==> src/rtl/gpio_port_pkg.sv <==
package gpio_port_pkg;

  typedef enum logic [1:0] {
    TRIG_LOW  = 2'd0,
    TRIG_HIGH = 2'd1,
    TRIG_RISE = 2'd2,
    TRIG_FALL = 2'd3
  } trig_e;

  localparam logic [4:0] OFS_DATA = 5'h00;
  localparam logic [4:0] OFS_DIR  = 5'h04;
  localparam logic [4:0] OFS_PAD  = 5'h08;
  localparam logic [4:0] OFS_CFGL = 5'h0C;
  localparam logic [4:0] OFS_CFGH = 5'h10;
  localparam logic [4:0] OFS_MASK = 5'h14;
  localparam logic [4:0] OFS_STAT = 5'h18;
  localparam logic [4:0] OFS_BOTH = 5'h1C;

  // Decide whether one pin's detector fires this cycle.
  function automatic logic trig_fire(input trig_e code, input logic both,
                                     input logic cur, input logic prev);
    logic r;
    if (both) begin
      r = cur ^ prev;
    end else begin
      unique case (code)
        TRIG_LOW:  r = ~cur;
        TRIG_HIGH: r = cur;
        TRIG_RISE: r = cur & ~prev;
        default:   r = ~cur & prev;
      endcase
    end
    return r;
  endfunction

endpackage

==> src/rtl/gpio_sync.sv <==
module gpio_sync #(
  parameter int W      = 32,
  parameter int STAGES = 2
) (
  input  logic         clk,
  input  logic         rst_n,
  input  logic [W-1:0] d,
  output logic [W-1:0] q
);
  logic [W-1:0] stage [STAGES];

  always_ff @(posedge clk) begin
    if (!rst_n) stage[0] <= '0;
    else        stage[0] <= d;
  end

  for (genvar s = 1; s < STAGES; s++) begin : g_stage
    always_ff @(posedge clk) begin
      if (!rst_n) stage[s] <= '0;
      else        stage[s] <= stage[s-1];
    end
  end

  assign q = stage[STAGES-1];
endmodule

==> src/rtl/gpio_trig_cell.sv <==
module gpio_trig_cell
  import gpio_port_pkg::*;
(
  input  logic  clk,
  input  logic  rst_n,
  input  logic  cur,
  input  trig_e code,
  input  logic  both,
  output logic  fire
);
  logic prev;

  always_ff @(posedge clk) begin
    if (!rst_n) prev <= 1'b0;
    else        prev <= cur;
  end

  assign fire = trig_fire(code, both, cur, prev);
endmodule

==> src/rtl/gpio_irq_port.sv <==
module gpio_irq_port
  import gpio_port_pkg::*;
#(
  parameter int NPINS       = 32,
  parameter int SYNC_STAGES = 2,
  parameter int ADDR_W      = 5
) (
  input  logic              clk,
  input  logic              rst_n,
  input  logic              bus_sel,
  input  logic              bus_wr,
  input  logic [ADDR_W-1:0] bus_addr,
  input  logic [NPINS-1:0]  bus_wdata,
  output logic [NPINS-1:0]  bus_rdata,
  input  logic [NPINS-1:0]  pad_in,
  output logic [NPINS-1:0]  pad_out,
  output logic [NPINS-1:0]  pad_oe,
  output logic              irq_lo,
  output logic              irq_hi
);
  localparam int HALF = NPINS / 2;

  logic [NPINS-1:0] reg_out, reg_dir, cfg_lo, cfg_hi, reg_en, reg_both, reg_pend;
  logic [NPINS-1:0] pad_sync, evt_hit, clr_req, pend_vec;
  logic             wr_go;

  function automatic logic at(input logic [ADDR_W-1:0] a, input logic [4:0] ofs);
    return a == ADDR_W'(ofs);
  endfunction

  assign wr_go = bus_sel & bus_wr;

  gpio_sync #(.W(NPINS), .STAGES(SYNC_STAGES)) u_sync (
    .clk(clk), .rst_n(rst_n), .d(pad_in), .q(pad_sync)
  );

  for (genvar i = 0; i < NPINS; i++) begin : g_pin
    localparam int SLOT = i % HALF;
    trig_e code;
    if (i < HALF) begin : g_lo
      assign code = trig_e'(cfg_lo[2*SLOT +: 2]);
    end else begin : g_hi
      assign code = trig_e'(cfg_hi[2*SLOT +: 2]);
    end
    gpio_trig_cell u_cell (
      .clk(clk), .rst_n(rst_n), .cur(pad_sync[i]),
      .code(code), .both(reg_both[i]), .fire(evt_hit[i])
    );
  end

  assign clr_req = (wr_go && at(bus_addr, OFS_STAT)) ? bus_wdata : '0;

  always_ff @(posedge clk) begin
    if (!rst_n) begin
      reg_out  <= '0;
      reg_dir  <= '0;
      cfg_lo   <= '0;
      cfg_hi   <= '0;
      reg_en   <= '0;
      reg_both <= '0;
      reg_pend <= '0;
    end else begin
      if (wr_go && at(bus_addr, OFS_DATA)) reg_out  <= bus_wdata;
      if (wr_go && at(bus_addr, OFS_DIR))  reg_dir  <= bus_wdata;
      if (wr_go && at(bus_addr, OFS_CFGL)) cfg_lo   <= bus_wdata;
      if (wr_go && at(bus_addr, OFS_CFGH)) cfg_hi   <= bus_wdata;
      if (wr_go && at(bus_addr, OFS_MASK)) reg_en   <= bus_wdata;
      if (wr_go && at(bus_addr, OFS_BOTH)) reg_both <= bus_wdata;
      // Detection has priority over a simultaneous clear.
      reg_pend <= (reg_pend & ~clr_req) | evt_hit;
    end
  end

  always_comb begin
    bus_rdata = '0;
    if (bus_sel && !bus_wr) begin
      unique case (1'b1)
        at(bus_addr, OFS_DATA): bus_rdata = reg_out;
        at(bus_addr, OFS_DIR):  bus_rdata = reg_dir;
        at(bus_addr, OFS_PAD):  bus_rdata = pad_sync;
        at(bus_addr, OFS_CFGL): bus_rdata = cfg_lo;
        at(bus_addr, OFS_CFGH): bus_rdata = cfg_hi;
        at(bus_addr, OFS_MASK): bus_rdata = reg_en;
        at(bus_addr, OFS_STAT): bus_rdata = reg_pend;
        at(bus_addr, OFS_BOTH): bus_rdata = reg_both;
        default:                bus_rdata = '0;
      endcase
    end
  end

  assign pad_oe   = reg_dir;
  assign pad_out  = reg_out & reg_dir;
  assign pend_vec = reg_pend & reg_en;
  assign irq_lo   = |pend_vec[HALF-1:0];
  assign irq_hi   = |pend_vec[NPINS-1:HALF];
endmodule

==> config.mk <==
export PLATFORM = sky130hd
export DESIGN_NAME = gpio_irq_port
export DESIGN_NICKNAME = d
export VERILOG_FILES = /design/src/rtl/gpio_port_pkg.sv /design/src/rtl/gpio_sync.sv /design/src/rtl/gpio_trig_cell.sv /design/src/rtl/gpio_irq_port.sv
export SDC_FILE = /design/constraint.sdc
export NUM_CORES = 1
export LEC_CHECK = 0
export ABC_AREA = 0
export BUFFER_PORTS_ARGS = -buffer_cell sky130_fd_sc_hd__clkbuf_2
export CAP_MARGIN = 20
export CORE_AREA = 5 5 218 220
export CTS_CLUSTER_SIZE = 10
export DETAILED_ROUTE_END_ITERATION = 16
export DIE_AREA = 0 0 223 225
export SLEW_MARGIN = 20
export SYNTH_ARGS = -nofsm -noshare
export SYNTH_HDL_FRONTEND = slang
export SYNTH_SLANG_ARGS = --single-unit
==> constraint.sdc <==
create_clock -name clk -period 2.5 [get_ports clk]
set_input_delay 0.5 -clock clk [delete_from_list [all_inputs] [get_ports clk]]
set_output_delay 0.5 -clock clk [all_outputs]
set_load 0.005 [all_outputs]
### Yosys cells after proc, flatten, opt, wreduce, memory -nomap -nowiden

Memory sizes are Yosys's and may differ from the RTL's.
Index checks and enable logic that the tools add are counted.

| cells by class | value |
|---|---|
| bitwise operators | 168 |
| eq/ne operators | 71 |
| reduce and logical (&&, ||, !) cells | 44 |
| multiplexer cells | 71 |

Operators by type and width:

| kind | number |
|---|---|
| $pmux W32 S8 | 1 |
| $mux W32 | 4 |
| $and A32 B32 Y32 | 3 |
| $pmux W1 S3 | 32 |
| $and A1 B1 Y1 | 65 |
| $eq A2 B1 Y1 const B | 32 |
| $eq A2 B2 Y1 const B | 32 |
| $logic_not A2 Y1 | 32 |
| $not A1 Y1 | 64 |
| $mux W1 | 34 |
| $not A32 Y32 | 1 |
| $or A32 B32 Y32 | 1 |
| $reduce_or A16 Y1 | 2 |
| $xor A1 B1 Y1 | 32 |
| $eq A5 B5 Y1 const B | 4 |
| $eq A5 B4 Y1 const B | 2 |
| $logic_and A1 B1 Y1 | 8 |
| $eq A5 B3 Y1 const B | 1 |
| $logic_not A5 Y1 | 1 |
| $or A1 B1 Y1 | 2 |
| $logic_not A1 Y1 | 1 |

| word-level totals | value |
|---|---|
| bits in writable memories | 64 |
| output and inout port bits | 98 |
| logic and storage cells | 394 |
| register bits | 256 |
| input bits | 73 |
| memories kept | 1 |

Memory list:

| name | depth | bits a word | read ports | clocked after Yosys merged registers in | wr ports | line | source |
|---|---|---|---|---|---|---|---|
| u_sync.stage | 2 | 32 | 2 | 0 | 2 | gpio_sync.sv:10 | `logic [W-1:0] stage [STAGES];` |

### Longest topological paths before layout

| logic depth | value |
|---|---|
| depth in word-level cells | 6 |
| mapped depth | 8 |
| gate-level depth less buffers | 5 |

### Cells and area by module

Synthesis repeated with hierarchy kept, for this count alone.

| unflattened totals | value |
|---|---|
| cells, all modules | 1885 |
| area, all modules | 16049.1 µm² |

Modules (own cells, without submodules):

| module | sequential area each (µm²) | cells an instance | times used | area an instance (µm²) |
|---|---|---|---|---|
| gpio_irq_port | 4484.3 | 1367 | 1 | 10934.2 |
| gpio_trig_cell | 20.0 | 12 | 32 | 103.8 |
| gpio_sync | 1281.2 | 134 | 1 | 1791.7 |

### Least setup slack after synthesis

Ideal clock, no wire load.

| path | value |
|---|---|
| kind | input -> output |
| from | input bus_addr[2] |
| to | output bus_rdata[19] |
| stages | 5 |
| setup slack | 0.270 ns |
| required time | 2.000 ns |
| data arrival time | 1.730 ns |
| path buffers | 2 |
| cells stage by stage | or4b_1 > buf_2 > clkbuf_1 > o22a_1 > a21oi_1 |

| between the ends | value |
|---|---|
| longest elaborated chain between the ends | 3 |
| elaborated cells between the ends (all ways) | 10 |
| those cells by class | 7 x eq/ne; 2 x mux; 1 x reduce/logical |

RTL lines:

| what | line | source |
|---|---|---|
| from (decl) | gpio_irq_port.sv:12 | `input logic [ADDR_W-1:0] bus_addr,` |
| $eq A5 B5 Y1 (tied with other cells) | gpio_irq_port.sv:28 | `return a == ADDR_W'(ofs);` |
| $pmux W32 S8 * | gpio_irq_port.sv:77 | `unique case (1'b1)` |
| $mux W32 * | gpio_irq_port.sv:76 | `if (bus_sel && !bus_wr) begin` |
| to (decl) | gpio_irq_port.sv:14 | `output logic [NPINS-1:0] bus_rdata,` |

Mark *: on every way between the ends. The rest lies on a longest branch, timed or not.

### Final worst setup path

| path | value |
|---|---|
| from | input bus_addr[2] |
| to | output bus_rdata[15] |

Same word-level chain as after synthesis.

==> impl_metrics.json <==
{
  "outcome": "finished, final reports clean",
  "crit_path_max_fanout": 8,
  "ys_async_sr_fraction": 0,
  "path_class": "in -> out",
  "fp.dieArea_um2": 50180,
  "setup_viol": 0,
  "min_path_cells": 2,
  "num_io_pins": 171,
  "post-cts-setup-buffers": 0,
  "cp-end-kind": "output pin",
  "drt_iter0_drc": 1006,
  "rrSetupSlack_ns": 0.86,
  "cts_tree": "built",
  "peakVddDrop_mv": 0.5320,
  "core_um2": 45090,
  "layout_commonest_cell": "nand2_1",
  "critPathTopFamily": "simple AND/OR/NAND/NOR gates",
  "clk_pin_slew_ns": 0.05,
  "ff2ff_path_depth": 5,
  "antenna_found_initial": 0,
  "detail_route.wl_per_cell_um": 20.51,
  "portBuffers": 170,
  "required_ns": 2.00,
  "die_h_um": 225,
  "drc": 0,
  "powerDensity_nw_per_um2": 619.4,
  "cpPeakStageDelay_ns": 0.60,
  "synth_area_leaders": "dfxtp_1 (41%), nand2_1 (10%), mux2i_1 (6.0%)",
  "fmax_ghz": 0.4088,
  "drt-pass1-iter-count": 5,
  "antenna_left": 0,
  "hold_ws_ns": 0.1420,
  "clockBufferDepth": 3,
  "worstReg2RegStart": "u_sync.stage[1][15]",
  "netlist.area_leader.share": 0.4097,
  "yosys_warnings": 0,
  "worstMarginPinSlew_ns": 0.6390,
  "skew_ns": 0.01624,
  "overflow": 0,
  "maxCapViolCount": 0,
  "fin_crit_sh": 0.9785,
  "syn_inst": 1736,
  "p_leak_nw": 6.786,
  "cts-htree-levels": 2,
  "start_util": 0.3468,
  "syn_area_um2": 15640,
  "cts_sinks": 320,
  "num_rows": 78,
  "die_x_um": 223,
  "grt_pass1_vias": 12760,
  "synth_fp_nets": 1873,
  "ctsHoldBuffers": 0,
  "synth_edf_count": 0,
  "critPathArrivalTime_ns": 1.95,
  "yosysUniqueCellTypes": 54,
  "relSlewSlack": 0.5740,
  "vias": 13040,
  "setup_slack_ns": 0.05373,
  "drt-total-wl_mm": 51.51,
  "layout_common_cells": "nand2_1 (421), dfxtp_1 (320), clkbuf_2 (168)",
  "design_area_um2": 18580,
  "drt-vias-per-instance": 5.192,
  "final_cells": 2511,
  "cp-endpoint": "bus_rdata[15]",
  "synth_top_cell_by_area": "dfxtp_1",
  "startpoint": "bus_addr[2]",
  "grt_use_total": 0.2000,
  "cts_buffers": 40,
  "syn_area_per_cell_um2": 9.007,
  "crit_buf_inv": 3,
  "worst_path_max_delay_cell": "or4b_4",
  "dp.cells": 2450,
  "area_delta_synth_final_pct": 18.80,
  "cp.depth": 6,
  "path_common_cell": "clkbuf_2",
  "grt_first_pass_wirelength_mm": 78.54,
  "clock_latency_ns": 0.56,
  "min_period_ns": 2.446,
  "dp_hpwl_mm": 36.26,
  "hold_path_class": "in -> reg",
  "gp_congestion": 0.8213,
  "ys_seq_area_frac": 0.4097,
  "cp_cell_sequence": "clkbuf_2, or4b_4, buf_6, o22a_1, a21oi_1, clkbuf_2",
  "finalSetupTns_ns": 0,
  "synthFlopType": "dfxtp_1",
  "grt_max_degree": 95,
  "root_buffer": "clkbuf_16",
  "timing.final.max_slew_violations": 0,
  "cp-start-kind": "input port",
  "synth-seq-cells": 320,
  "dpl-instance-area_um2": 17340,
  "drive_gt1_frac": 0.1760,
  "rsz0062_at_grt": "false",
  "final-hold-violation-count": 0,
  "nets": 2029,
  "r2r-end": "reg_pend[15]",
  "pre_cts_ws_ns": -0.1103
}
## cells in the mapped netlist (all sizes together), types with 29 or more instances
master,count
and2,128
a211oi,58
a21boi,221
mux4,30
a21oi,37
dfxtp,320
o22a,30
o31a,29
inv,67
clkbuf,65
mux2i,93
ha,64
nor2b,31
buf,45
nor2,39
nand2,421
## cell type report
class / count / area, um2
Antenna cell: 2 / 5.005
Clock buffer: 53 / 1122
Clock inverter: 6 / 66.31
Fill cell: 4450 / 26510
Inverter: 67 / 251.5
Multi-Input combinational cell: 1239 / 8496
Sequential cell: 320 / 6406
Tap cell: 600 / 750.7
Timing Repair Buffer: 224 / 1479
## cells by family after synthesis
| group | share of synthesized area |
|---|---|
| mux | 0.1042 |
| compound gates | 0.1972 |
| buf+inv | 0.05073 |
| xor+xnor | 0.001120 |
| fa+ha+maj | 0.05121 |
| flops | 0.4097 |
| simple gates | 0.1858 |
## stage by stage
stage,power (mW),utilization
after floorplan,5.833,-
after global placement,6.158,0.3845
after detailed placement,6.177,0.3845
after CTS,11.66,0.4111
after global routing,11.92,0.4119
final,11.51,0.4120
## routing by layer
metal  track usage  wire [um]  vias up  part of all wire
li1              -          -     6240                 -
met1        0.2812      23900     6361              0.46
met2        0.3233      23620      373              0.46
met3       0.02840       2935       62             0.057
met4       0.05553       1059        0             0.021
met5             0          0        -                 0
## flip-flops by register name, indices dropped and copies added, names as in the netlist
signal	flops
u_sync.stage	64
cfg_hi	32
reg_out	32
reg_en	32
pad_oe	32
cfg_lo	32
g_pin.u_cell.prev	32
reg_pend	32
reg_both	32
## report_power, final
part           total (mW)  leakage [nW]  internal (mW)  switching [mW]
sequential           5.32          2.61           5.21           0.108
clock                5.43         0.585           3.21            2.22
combinational       0.751          3.59          0.339           0.412
## worst min-delay path by stage
stage | from | end | slack, ns
after global routing | pad_in[14] | u_sync.stage[0][14] | 0.13
after floorplan | u_sync.stage[0][0] | u_sync.stage[1][0] | 0.41
final | pad_in[17] | u_sync.stage[0][17] | 0.14
after global placement | u_sync.stage[0][3] | u_sync.stage[1][3] | 0.41
after CTS | pad_in[14] | u_sync.stage[0][14] | 0.11
after detailed placement | u_sync.stage[0][8] | u_sync.stage[1][8] | 0.42
## what timing repair did
| item | in CTS | in global routing |
|---|---|---|
| endpoints found under the setup margin | 30 | 10 |
| resized for setup | 3 | 9 |
| pin swaps | 0 | 0 |
| cloned | 0 | 0 |
Note: power is estimated with default switching activity, not from simulation.
